<file path="src/rtl/texaddr_pkg.sv">
// Package: shared types for the texel address generator.
// Assumes nothing beyond IEEE 1800-2017 enum support.
package texaddr_pkg;

    // Memory layout chosen from the surface descriptor.
    typedef enum logic [1:0] {
        LAY_LINEAR  = 2'd0,
        LAY_TILED2D = 2'd1,
        LAY_CUBE3D  = 2'd2
    } layout_e;

endpackage

</file>
<file path="src/rtl/texaddr_log2.sv">
// Module: texaddr_log2
// Priority encoder returning the index of the highest set bit of value.
// Assumes value is a power of two, so the result is its exact log2.
// A zero input yields 0.
module texaddr_log2 #(
    parameter int IN_W  = 13,
    parameter int OUT_W = 4
) (
    input  logic [IN_W-1:0]  value,
    output logic [OUT_W-1:0] log_out
);

    // Scan upward so the highest set bit wins.
    always_comb begin
        log_out = '0;
        for (int i = 0; i < IN_W; i++) begin
            if (value[i]) log_out = OUT_W'(i);
        end
    end

endmodule

</file>
<file path="src/rtl/texaddr_tile2d.sv">
// Module: texaddr_tile2d
// Element index for the 2D swizzled layout: Morton order inside square
// tiles of side 2^k, with the tiles placed row-major across the surface.
// Assumes width is a power of two and k = log2(min(width, height)).
module texaddr_tile2d #(
    parameter int COORD_W = 12,
    parameter int DIM_W   = 13,
    parameter int LOG_W   = 4,
    parameter int ADDR_W  = 32
) (
    input  logic [COORD_W-1:0] x,
    input  logic [COORD_W-1:0] y,
    input  logic [DIM_W-1:0]   width,
    input  logic [LOG_W-1:0]   k,
    output logic [ADDR_W-1:0]  index
);

    localparam int SPREAD_W = 2 * COORD_W;

    logic [COORD_W:0]    k_onehot;
    logic [COORD_W-1:0]  k_mask;
    logic [SPREAD_W-1:0] inner;
    logic [ADDR_W-1:0]   tile_num;
    logic [LOG_W:0]      tile_shift;

    // Mask that keeps the low k bits of each coordinate.
    assign k_onehot = (COORD_W + 1)'(1) << k;
    assign k_mask   = COORD_W'(k_onehot - (COORD_W + 1)'(1));

    // Spread the masked coordinate bits: x to even, y to odd positions.
    for (genvar i = 0; i < COORD_W; i++) begin : g_spread
        assign inner[2*i]   = x[i] & k_mask[i];
        assign inner[2*i+1] = y[i] & k_mask[i];
    end

    // Row-major tile number and its offset of 2k bits.
    assign tile_num   = ADDR_W'(y >> k) * ADDR_W'(width >> k) + ADDR_W'(x >> k);
    assign tile_shift = {k, 1'b0};

    // Combine the tile base with the in-tile Morton index.
    assign index = (tile_num << tile_shift) + ADDR_W'(inner);

endmodule

</file>
<file path="src/rtl/texaddr_cube3d.sv">
// Module: texaddr_cube3d
// Element index for the 3D interleaved layout: round-robin x, y, z bits,
// each axis dropping out once log2(size) of its bits have been placed.
// Assumes the per-axis logs are at most COORD_W.
module texaddr_cube3d #(
    parameter int COORD_W = 12,
    parameter int LOG_W   = 4,
    parameter int ADDR_W  = 32
) (
    input  logic [COORD_W-1:0] x,
    input  logic [COORD_W-1:0] y,
    input  logic [COORD_W-1:0] z,
    input  logic [LOG_W-1:0]   log_w,
    input  logic [LOG_W-1:0]   log_h,
    input  logic [LOG_W-1:0]   log_d,
    output logic [ADDR_W-1:0]  index
);

    localparam int IDX_W = 3 * COORD_W;
    localparam int POS_W = $clog2(IDX_W + 1);

    logic [IDX_W-1:0] bits;

    // Walk the rounds, appending one bit per still-active axis.
    always_comb begin
        logic [POS_W-1:0] pos;
        pos  = '0;
        bits = '0;
        for (int r = 0; r < COORD_W; r++) begin
            if (r < int'(log_w)) begin
                bits[pos] = x[r];
                pos = pos + POS_W'(1);
            end
            if (r < int'(log_h)) begin
                bits[pos] = y[r];
                pos = pos + POS_W'(1);
            end
            if (r < int'(log_d)) begin
                bits[pos] = z[r];
                pos = pos + POS_W'(1);
            end
        end
    end

    assign index = ADDR_W'(bits);

endmodule

</file>
<file path="src/rtl/texaddr_gen.sv">
// Module: texaddr_gen (top)
// Texel byte address generator for linear, 2D swizzled and 3D interleaved
// surfaces. One coordinate per cycle; result registered one cycle later.
// Assumes power-of-two width/height/depth for swizzled surfaces.
module texaddr_gen
    import texaddr_pkg::*;
#(
    parameter int ADDR_W  = 32,
    parameter int PITCH_W = 16,
    parameter int COORD_W = 12,
    parameter int BPP_W   = 4
) (
    input  logic               clk,
    input  logic               rst_n,
    input  logic               in_valid,
    input  logic [ADDR_W-1:0]  in_base,
    input  logic [PITCH_W-1:0] in_pitch,
    input  logic [COORD_W:0]   in_width,
    input  logic [COORD_W:0]   in_height,
    input  logic [COORD_W:0]   in_depth,
    input  logic [BPP_W-1:0]   in_bpp,
    input  logic [COORD_W-1:0] in_x,
    input  logic [COORD_W-1:0] in_y,
    input  logic [COORD_W-1:0] in_z,
    output logic               out_valid,
    output logic [ADDR_W-1:0]  out_addr
);

    localparam int DIM_W = COORD_W + 1;
    localparam int LOG_W = $clog2(DIM_W);

    layout_e           layout;
    logic [DIM_W-1:0]  dims [3];
    logic [LOG_W-1:0]  logs [3];
    logic [LOG_W-1:0]  tile_k;
    logic [ADDR_W-1:0] idx_2d;
    logic [ADDR_W-1:0] idx_3d;
    logic [ADDR_W-1:0] idx_swz;
    logic [ADDR_W-1:0] addr_lin;
    logic [ADDR_W-1:0] addr_next;

    assign dims[0] = in_width;
    assign dims[1] = in_height;
    assign dims[2] = in_depth;

    // One log2 encoder per axis.
    for (genvar g = 0; g < 3; g++) begin : g_log
        texaddr_log2 #(
            .IN_W  (DIM_W),
            .OUT_W (LOG_W)
        ) u_log (
            .value   (dims[g]),
            .log_out (logs[g])
        );
    end

    // Tile side: log of the smaller of width and height.
    assign tile_k = (logs[0] < logs[1]) ? logs[0] : logs[1];

    // Decide the layout from pitch and depth.
    always_comb begin
        if (in_pitch != '0)
            layout = LAY_LINEAR;
        else if (in_depth <= DIM_W'(1))
            layout = LAY_TILED2D;
        else
            layout = LAY_CUBE3D;
    end

    texaddr_tile2d #(
        .COORD_W (COORD_W),
        .DIM_W   (DIM_W),
        .LOG_W   (LOG_W),
        .ADDR_W  (ADDR_W)
    ) u_tile2d (
        .x     (in_x),
        .y     (in_y),
        .width (in_width),
        .k     (tile_k),
        .index (idx_2d)
    );

    texaddr_cube3d #(
        .COORD_W (COORD_W),
        .LOG_W   (LOG_W),
        .ADDR_W  (ADDR_W)
    ) u_cube3d (
        .x     (in_x),
        .y     (in_y),
        .z     (in_z),
        .log_w (logs[0]),
        .log_h (logs[1]),
        .log_d (logs[2]),
        .index (idx_3d)
    );

    // Linear byte address from row and column.
    assign addr_lin = in_base + ADDR_W'(in_y) * ADDR_W'(in_pitch)
                              + ADDR_W'(in_x) * ADDR_W'(in_bpp);

    // Scale the swizzled element index to bytes and pick the result.
    always_comb begin
        idx_swz   = (layout == LAY_CUBE3D) ? idx_3d : idx_2d;
        addr_next = (layout == LAY_LINEAR) ? addr_lin
                                           : in_base + idx_swz * ADDR_W'(in_bpp);
    end

    // Output register: capture on valid, hold otherwise.
    always_ff @(posedge clk) begin
        if (!rst_n) begin
            out_valid <= 1'b0;
            out_addr  <= '0;
        end else begin
            out_valid <= in_valid;
            if (in_valid) out_addr <= addr_next;
        end
    end

endmodule

</file>
<file path="config.mk">
export PLATFORM = sky130hd
export DESIGN_NAME = texaddr_gen
export DESIGN_NICKNAME = d
export VERILOG_FILES = /design/src/rtl/texaddr_pkg.sv /design/src/rtl/texaddr_log2.sv /design/src/rtl/texaddr_tile2d.sv /design/src/rtl/texaddr_cube3d.sv /design/src/rtl/texaddr_gen.sv
export SDC_FILE = /design/constraint.sdc
export NUM_CORES = 2
export LEC_CHECK = 0
export ABC_AREA = 1
export BUFFER_PORTS_ARGS = -buffer_cell sky130_fd_sc_hd__buf_4
export CAP_MARGIN = 20
export CORE_ASPECT_RATIO = 1.1
export CORE_MARGIN = 2
export CORE_UTILIZATION = 32
export DETAILED_ROUTE_END_ITERATION = 8
export GPL_TIMING_DRIVEN = 0
export MAX_ROUTING_LAYER = met4
export SLEW_MARGIN = 20
export SYNTH_ARGS = -nofsm -noshare
export SYNTH_HDL_FRONTEND = slang
export SYNTH_SLANG_ARGS = --single-unit
</file>
<file path="constraint.sdc">
create_clock -name clk -period 37.2 [get_ports clk]
set_input_delay 0 -clock clk [delete_from_list [all_inputs] [get_ports clk]]
set_output_delay 0 -clock clk [all_outputs]
set_load 0.01 [all_outputs]
</file>
; Yosys cells after proc, flatten, opt, wreduce, memory -nomap -nowiden
; Cells that the tools add are included.
[word_totals]
reg_bits = 33
output_inout_bits = 33
[classes]
n_addsub = 40
n_mul = 4
n_lt_le_gt_ge = 108
n_eq_ne = 1
n_shift = 5
n_mux = 217
bitwise_logic = 24
reduce_logical = 37
[ops]
columns = operator, count
row1 = $bwmux W36, 35
row2 = $mux W36, 34
row3 = $lt A6 B7 Y1 const B, 34
row4 = $demux W1 S6, 35
row5 = $ge A6 B1 Y1 const B, 34
row6 = $mux W6, 34
row7 = $add A6 B1 Y6 const B, 33
row8 = $mux W32, 3
row9 = $add A32 B32 Y32, 2
row10 = $mux W4, 16
row11 = $shr A12 B4 Y32, 2
row12 = $lt A3 B4 Y1 const A, 12
row13 = $lt A4 B4 Y1 const A, 12
row14 = $mux W1, 40
row15 = $mux W3, 12
row16 = $logic_and A1 B1 Y1, 35
row17 = $add A32 B16 Y32, 1
row18 = $add A32 B24 Y32, 1
row19 = $add A32 B28 Y32, 1
row20 = $mul A32 B32 Y32, 1
row21 = $mul A32 B4 Y32, 1
row22 = $shl A32 B5 Y32, 1
row23 = $shr A13 B4 Y32, 1
row24 = $mul A12 B16 Y28, 1
row25 = 15 further kinds, 55

; Depth between registers and ports, before layout
[depth]
word_depth = 92
depth_mapped = 167
mapped_depth_nobuf = 167

; Modules after synthesis
; A second synthesis with hierarchy kept.
[hier_totals]
hier_cells = 8887
hier_area_um2 = 51003.9
[by_module_without_submodules]
columns = mod, instances, cells_each, area_each_um2
row1 = texaddr_cube3d, 1, 4740, 23582.6
row2 = texaddr_gen, 1, 2276, 16096.7
row3 = texaddr_tile2d, 1, 1778, 10926.7
row4 = texaddr_log2, 3, 31, 132.6

; Least setup slack after synthesis
; OpenSTA, ideal clock, no wires.
[synth_timing]
kind = input port to flip-flop
start = input port in_width[12]
end = register out_addr[31]
setup_ps = 66
arrival_time_ps = 22225
required_ps = 37134
setup_slack_ps = 14909
cell_stages = 154
n_path_buf = 2
cell_sequence = buf_6 -> inv_8 -> nand3_4 -> nor2_8 -> nand2_4 -> nor2_1 -> inv_1 -> fa_1 -> ha_1 -> nand2_1 -> nand2_1 -> ha_1 -> nand2_1 -> o21ai_0 -> inv_1 -> ha_1 -> or2_4 -> nand2_4 -> [... 118 more ...] -> nand2_1 -> nand2_1 -> a21oi_1 -> inv_1 -> nand2_1 -> nand2_1 -> a21oi_1 -> nor2_1 -> nand4_1 -> nand3b_1 -> nand3b_1 -> nand2_1 -> inv_1 -> nand2_1 -> nand2_1 -> nand2_1 -> nand3_2 -> a21oi_2
[synth_via]
elab_chain_cells = 81
[synth_lines]
columns = item, line_no
row1 = "start, declared", texaddr_gen.sv:18  ; input logic [COORD_W:0] in_width,
row2 = $mux W4, texaddr_log2.sv:17  ; if (value[i]) log_out = OUT_W'(i);
row3 = $lt A1 B4 Y1, texaddr_cube3d.sv:30  ; if (r < int'(log_w)) begin
row4 = $mux W1, texaddr_cube3d.sv:30
row5 = $add A1 B1 Y2 (tied with other cells), texaddr_cube3d.sv:36  ; pos = pos + POS_W'(1);
row6 = $mux W6 / $logic_and A1 B1 Y1 (equally long branches), "texaddr_cube3d.sv:34, texaddr_cube3d.sv:35"
row7 = $add A6 B1 Y6 (tied with other cells), texaddr_cube3d.sv:40  ; pos = pos + POS_W'(1);
row8 = $mux W6 (tied with other cells), texaddr_cube3d.sv:38  ; if (r < int'(log_d)) begin
row9 = $add A6 B1 Y6 (tied with other cells), texaddr_cube3d.sv:32  ; pos = pos + POS_W'(1);
row10 = [... 65 more ...], --
row11 = $mux W1 (implied by the code) / $bwmux W36 (equally long branches), "texaddr_cube3d.sv:39, texaddr_cube3d.sv:35"
row12 = $demux W1 S6 / $mux W36 (equally long branches), --
row13 = $bwmux W36, texaddr_cube3d.sv:39  ; bits[pos] = z[r];
row14 = $mux W32, texaddr_cube3d.sv:38
row15 = $mux W32 *, texaddr_gen.sv:103  ; idx_swz = (layout == LAY_CUBE3D) ? idx_3d : idx_2d;
row16 = $mul A32 B4 Y32 *, texaddr_gen.sv:105  ; : in_base + idx_swz * ADDR_W'(in_bpp);
row17 = $add A32 B32 Y32 *, texaddr_gen.sv:105
row18 = $mux W32 *, texaddr_gen.sv:104  ; addr_next = (layout == LAY_LINEAR) ? addr_lin
row19 = "end signal, assigned", texaddr_gen.sv:115  ; if (in_valid) out_addr <= addr_next;
row20 = "end, declared", texaddr_gen.sv:26  ; output logic [ADDR_W-1:0] out_addr
; Mark *: on every way between the ends. The rest lies on a longest branch, timed or not.
; A chain may end at the register's enable or synchronous reset.

; Worst setup path after layout
[layout_timing]
start = input port in_height[11]
end = register out_addr[31]
[layout_via]
elab_chain_cells = 80
[layout_lines]
columns = item, line_no
row1 = "start, declared", texaddr_gen.sv:19  ; input logic [COORD_W:0] in_height,
row2 = $mux W4 * (2 in a row), texaddr_log2.sv:17
row3 = $lt A1 B4 Y1, texaddr_cube3d.sv:34  ; if (r < int'(log_h)) begin
row4 = $mux W6, texaddr_cube3d.sv:34
row5 = $add A6 B1 Y6 (tied with other cells), texaddr_cube3d.sv:40
row6 = $mux W6 / $logic_and A1 B1 Y1 (equally long branches), "texaddr_cube3d.sv:38, texaddr_cube3d.sv:39"
row7 = $add A6 B1 Y6 (tied with other cells), texaddr_cube3d.sv:32
row8 = $mux W6 (tied with other cells), texaddr_cube3d.sv:30
row9 = $add A6 B1 Y6 (tied with other cells), texaddr_cube3d.sv:36
row10 = [... 63 more ...], --
row11 = $mux W1 (implied by the code) / $bwmux W36 (equally long branches), "texaddr_cube3d.sv:39, texaddr_cube3d.sv:35"
row12 = $demux W1 S6 / $mux W36 (equally long branches), --
row13 = $bwmux W36, texaddr_cube3d.sv:39
row14 = $mux W32, texaddr_cube3d.sv:38
row15 = $mux W32 *, texaddr_gen.sv:103
row16 = $mul A32 B4 Y32 *, texaddr_gen.sv:105
row17 = $add A32 B32 Y32 *, texaddr_gen.sv:105
row18 = $mux W32 *, texaddr_gen.sv:104
; Marked as above.

==> out/qor.csv <==
stage;metric;value;unit
cts;ctsLongestPathBuffers;2;
synthesis;syn_inst;7860;
synthesis;synth_common_cells;nand2_1, inv_1, nor2_1;
sta;fmax;38.2;MHz
cts;cts_buffers;5;
sta;whs;0.0529;ns
placed_design;gp_congestion;1.01;
worst_setup_path;critPathMostFrequentCell;nand2_1;
power;power.leakage;25.0;nW
outcome;outcome;completed;
cts;cts_hold_buf;0;
cts;cts.sink_count;33;
synthesis;syn_area;47300;um^2
worst_setup_path;crit_arrival;26.40;ns
worst_setup_path;end_kind;flop;
cells_and_area;nets;8887;
die;core;146000;um^2
flow_run;maxCapViolations;0;
global_route;grt_remaining_overflow;0;
placed_design;portBuffers;138;
global_route;track_usage;26.5;%
cts;cts_root_buf;clkbuf_16;
sta;rsz0062_at_grt;no;
routing;wl_per_cell;20.0;um
die;design.die.area;151000;um^2
power;ir_worst_vdd;0.101;mV
global_route;grt_pass1_vias;50821;
routing;viasPerCell;5.32;
synthesis;syn_nets;8742;
power;powerDensity;95.2;nW/um^2
worst_setup_path;critPathSlowestCell;fa_1;
sta;setup-tns-final;0;ns
global_route;grt_pass1_wl;304000;um
cts;path_clk_slew;0.07;ns
die;rows;147;
cells_and_area;areaGrowthSynthToFinish;7.69;%
cts;htreeDepth;2;
routing;ant_nets;0;
die;ios;163;
sta;worst_slew_pin_slew;1.19;ns
sta;finalHoldViolations;0;
sta;layout_min_cycle_time;26.16;ns
sta;slew_headroom;20.2;%
placed_design;place_area;50800;um^2
synthesis;synthArstFlopShare;0;%
routing;routed_wl;199000;um
die;initial_core_util;32.3;%
sta;timing.final.crit_share;70.3;%
cts;cts_setup_buffers;0;
worst_setup_path;critPathLaunchType;input pin;
sta;finClkSkew;0;ns
routing;dr.pass1.iters;6;
synthesis;synth_seq_cells;33;
global_route;grt_start_max_net_pins;12;
synthesis;synth_ff_type;dfxtp_1;
routing;via_count;52890;
sta;drv_slew;0;
placed_design;dp_hpwl;173000;um
cells_and_area;postLayoutCellArea;50900;um^2
cells_and_area;drive_gt1_share;9.19;%
synthesis;synth.avg_cell_area;6.02;um^2
synthesis;yosysSeqAreaShare;1.40;%
hold_path;holdCritPathClass;in2reg;
cts;clkLatencyLatePin;0.28;ns
worst_setup_path;worstPathRequired;37.43;ns
cts;cts_resized;0;
global_route;antenna_found_initial;10;
routing;drcViolationCount;0;
synthesis;synth_edf_count;0;
synthesis;synthTopCellsByArea;fa_1, nand2_1, inv_1;
die;fp.dieW;371;um
worst_setup_path;critPathMaxStageDelay;0.67;ns
synthesis;yosys.area.top_type_share;17.9;%
cts;cts_tree;built;
routing;drtIter0Drc;5052;
synthesis;yosysMostFrequentCell;nand2_1;
worst_setup_path;worstSetupPathType;in2reg;
synthesis;synth.distinct_cells;70;
synthesis;yosysWarnings;0;
synthesis;synth_top_area_cell;fa_1;
sta;setup_viol;0;
cells_and_area;utilization;34.8;%
die;die_h;407;um
worst_setup_path;cp_max_fo;10;
==> power by group <==
group          switching (mW)  internal (mW)  total, mW  leakage [nW]
Combinational            3.34           1.41       4.75          24.6
Sequential            0.00863         0.0493     0.0580         0.275
Clock                  0.0184         0.0246     0.0430        0.0696
==> stage by stage <==
step / power [mW] / setup slack [ns] / std cells
global placement: 4.63 / 11.39 / 9935
global route: 5.33 / 9.02 / 9950
floorplan: 3.33 / 14.91 / 7860
CTS: 4.73 / 11.23 / 9943
finish: 4.85 / 11.04 / 9951
detailed placement: 4.67 / 11.01 / 9935
==> state kept, by name (all words and copies together) (netlist names) <==
register,flops
out_addr,32
out_valid,1
==> critical path: cells and delay by family <==
family          cells  cell delay, ns
xor+xnor            1            0.35
simple gates       88           10.33
buf+inv            14            1.38
fa+ha+maj          36           11.34
compound gates     17            3.00
==> cell usage in the layout, fill, tap and decap left out, types with 14 or more instances in the layout <==
cell      synthesis  routed
nand2_1        1975    1975
inv_1          1247    1247
nor2_1          887     887
nand3_1         781     781
fa_1            422     422
o211ai_1        347     347
o21ai_0         333     331
ha_1            330     330
a21oi_1         293     293
clkbuf_1        210     203
nand2_2         180     180
buf_4             1     139
nand2_4         105     105
nand3_2          82      82
nor3_1           68      67
mux2i_1          67      67
nand3_4          43      43
inv_2            41      41
xor2_1           40      40
nor2_2           35      35
clkinv_1         33      33
dfxtp_1          33      33
nand4_1          32      32
buf_1            24      23
nor2_4           22      22
o221ai_1         20      20
o22ai_1          19      19
xnor2_1          19      19
or2_2            16      16
nand3b_1         16      16
a31oi_1          14      14
==> layout make-up <==
cell class | count | area (um^2)
Clock inverter | 3 | 17.5
Timing Repair Buffer | 138 | 1040
Tap cell | 1937 | 2420
Multi-Input combinational cell | 6251 | 40600
Fill cell | 16499 | 95500
Sequential cell | 33 | 661
Antenna cell | 8 | 20.0
Clock buffer | 5 | 125
Buffer | 245 | 985
Inverter | 1331 | 5030
==> cell families (layout without fill, tap and decap cells) <==
kind of cell	count (synthesis)	count (layout)	synth area share, %
adder cells (fa/ha/maj)	752	752	26.6
other	0	8	0
buffers and inverters	1576	1722	12.7
AO/OA/AOI/OAI	1097	1097	14.1
XOR/XNOR	60	60	1.13
multiplexers	67	67	1.42
AND/OR/NAND/NOR	4275	4275	42.6
flip-flops	33	33	1.40
==> routing by layer <==
layer | routed length [um] | GRT usage [%]
met1 | 88600 | 35.7
met3 | 13100 | 2.02
met5 | 0 | -
met4 | 7180 | 7.64
met2 | 90500 | 42.3
==> final timing paths <==
kind                  from      endpoint  slack [ns]  cells after the start
max          in_height[11]  out_addr[31]       11.04                    156
min                  rst_n  out_addr[10]        0.05                      3
max reg2reg   out_addr[12]  out_addr[12]       36.45                      2
min reg2reg   out_addr[20]  out_addr[20]        0.48                      2
Power figures use the tool's default switching activity.
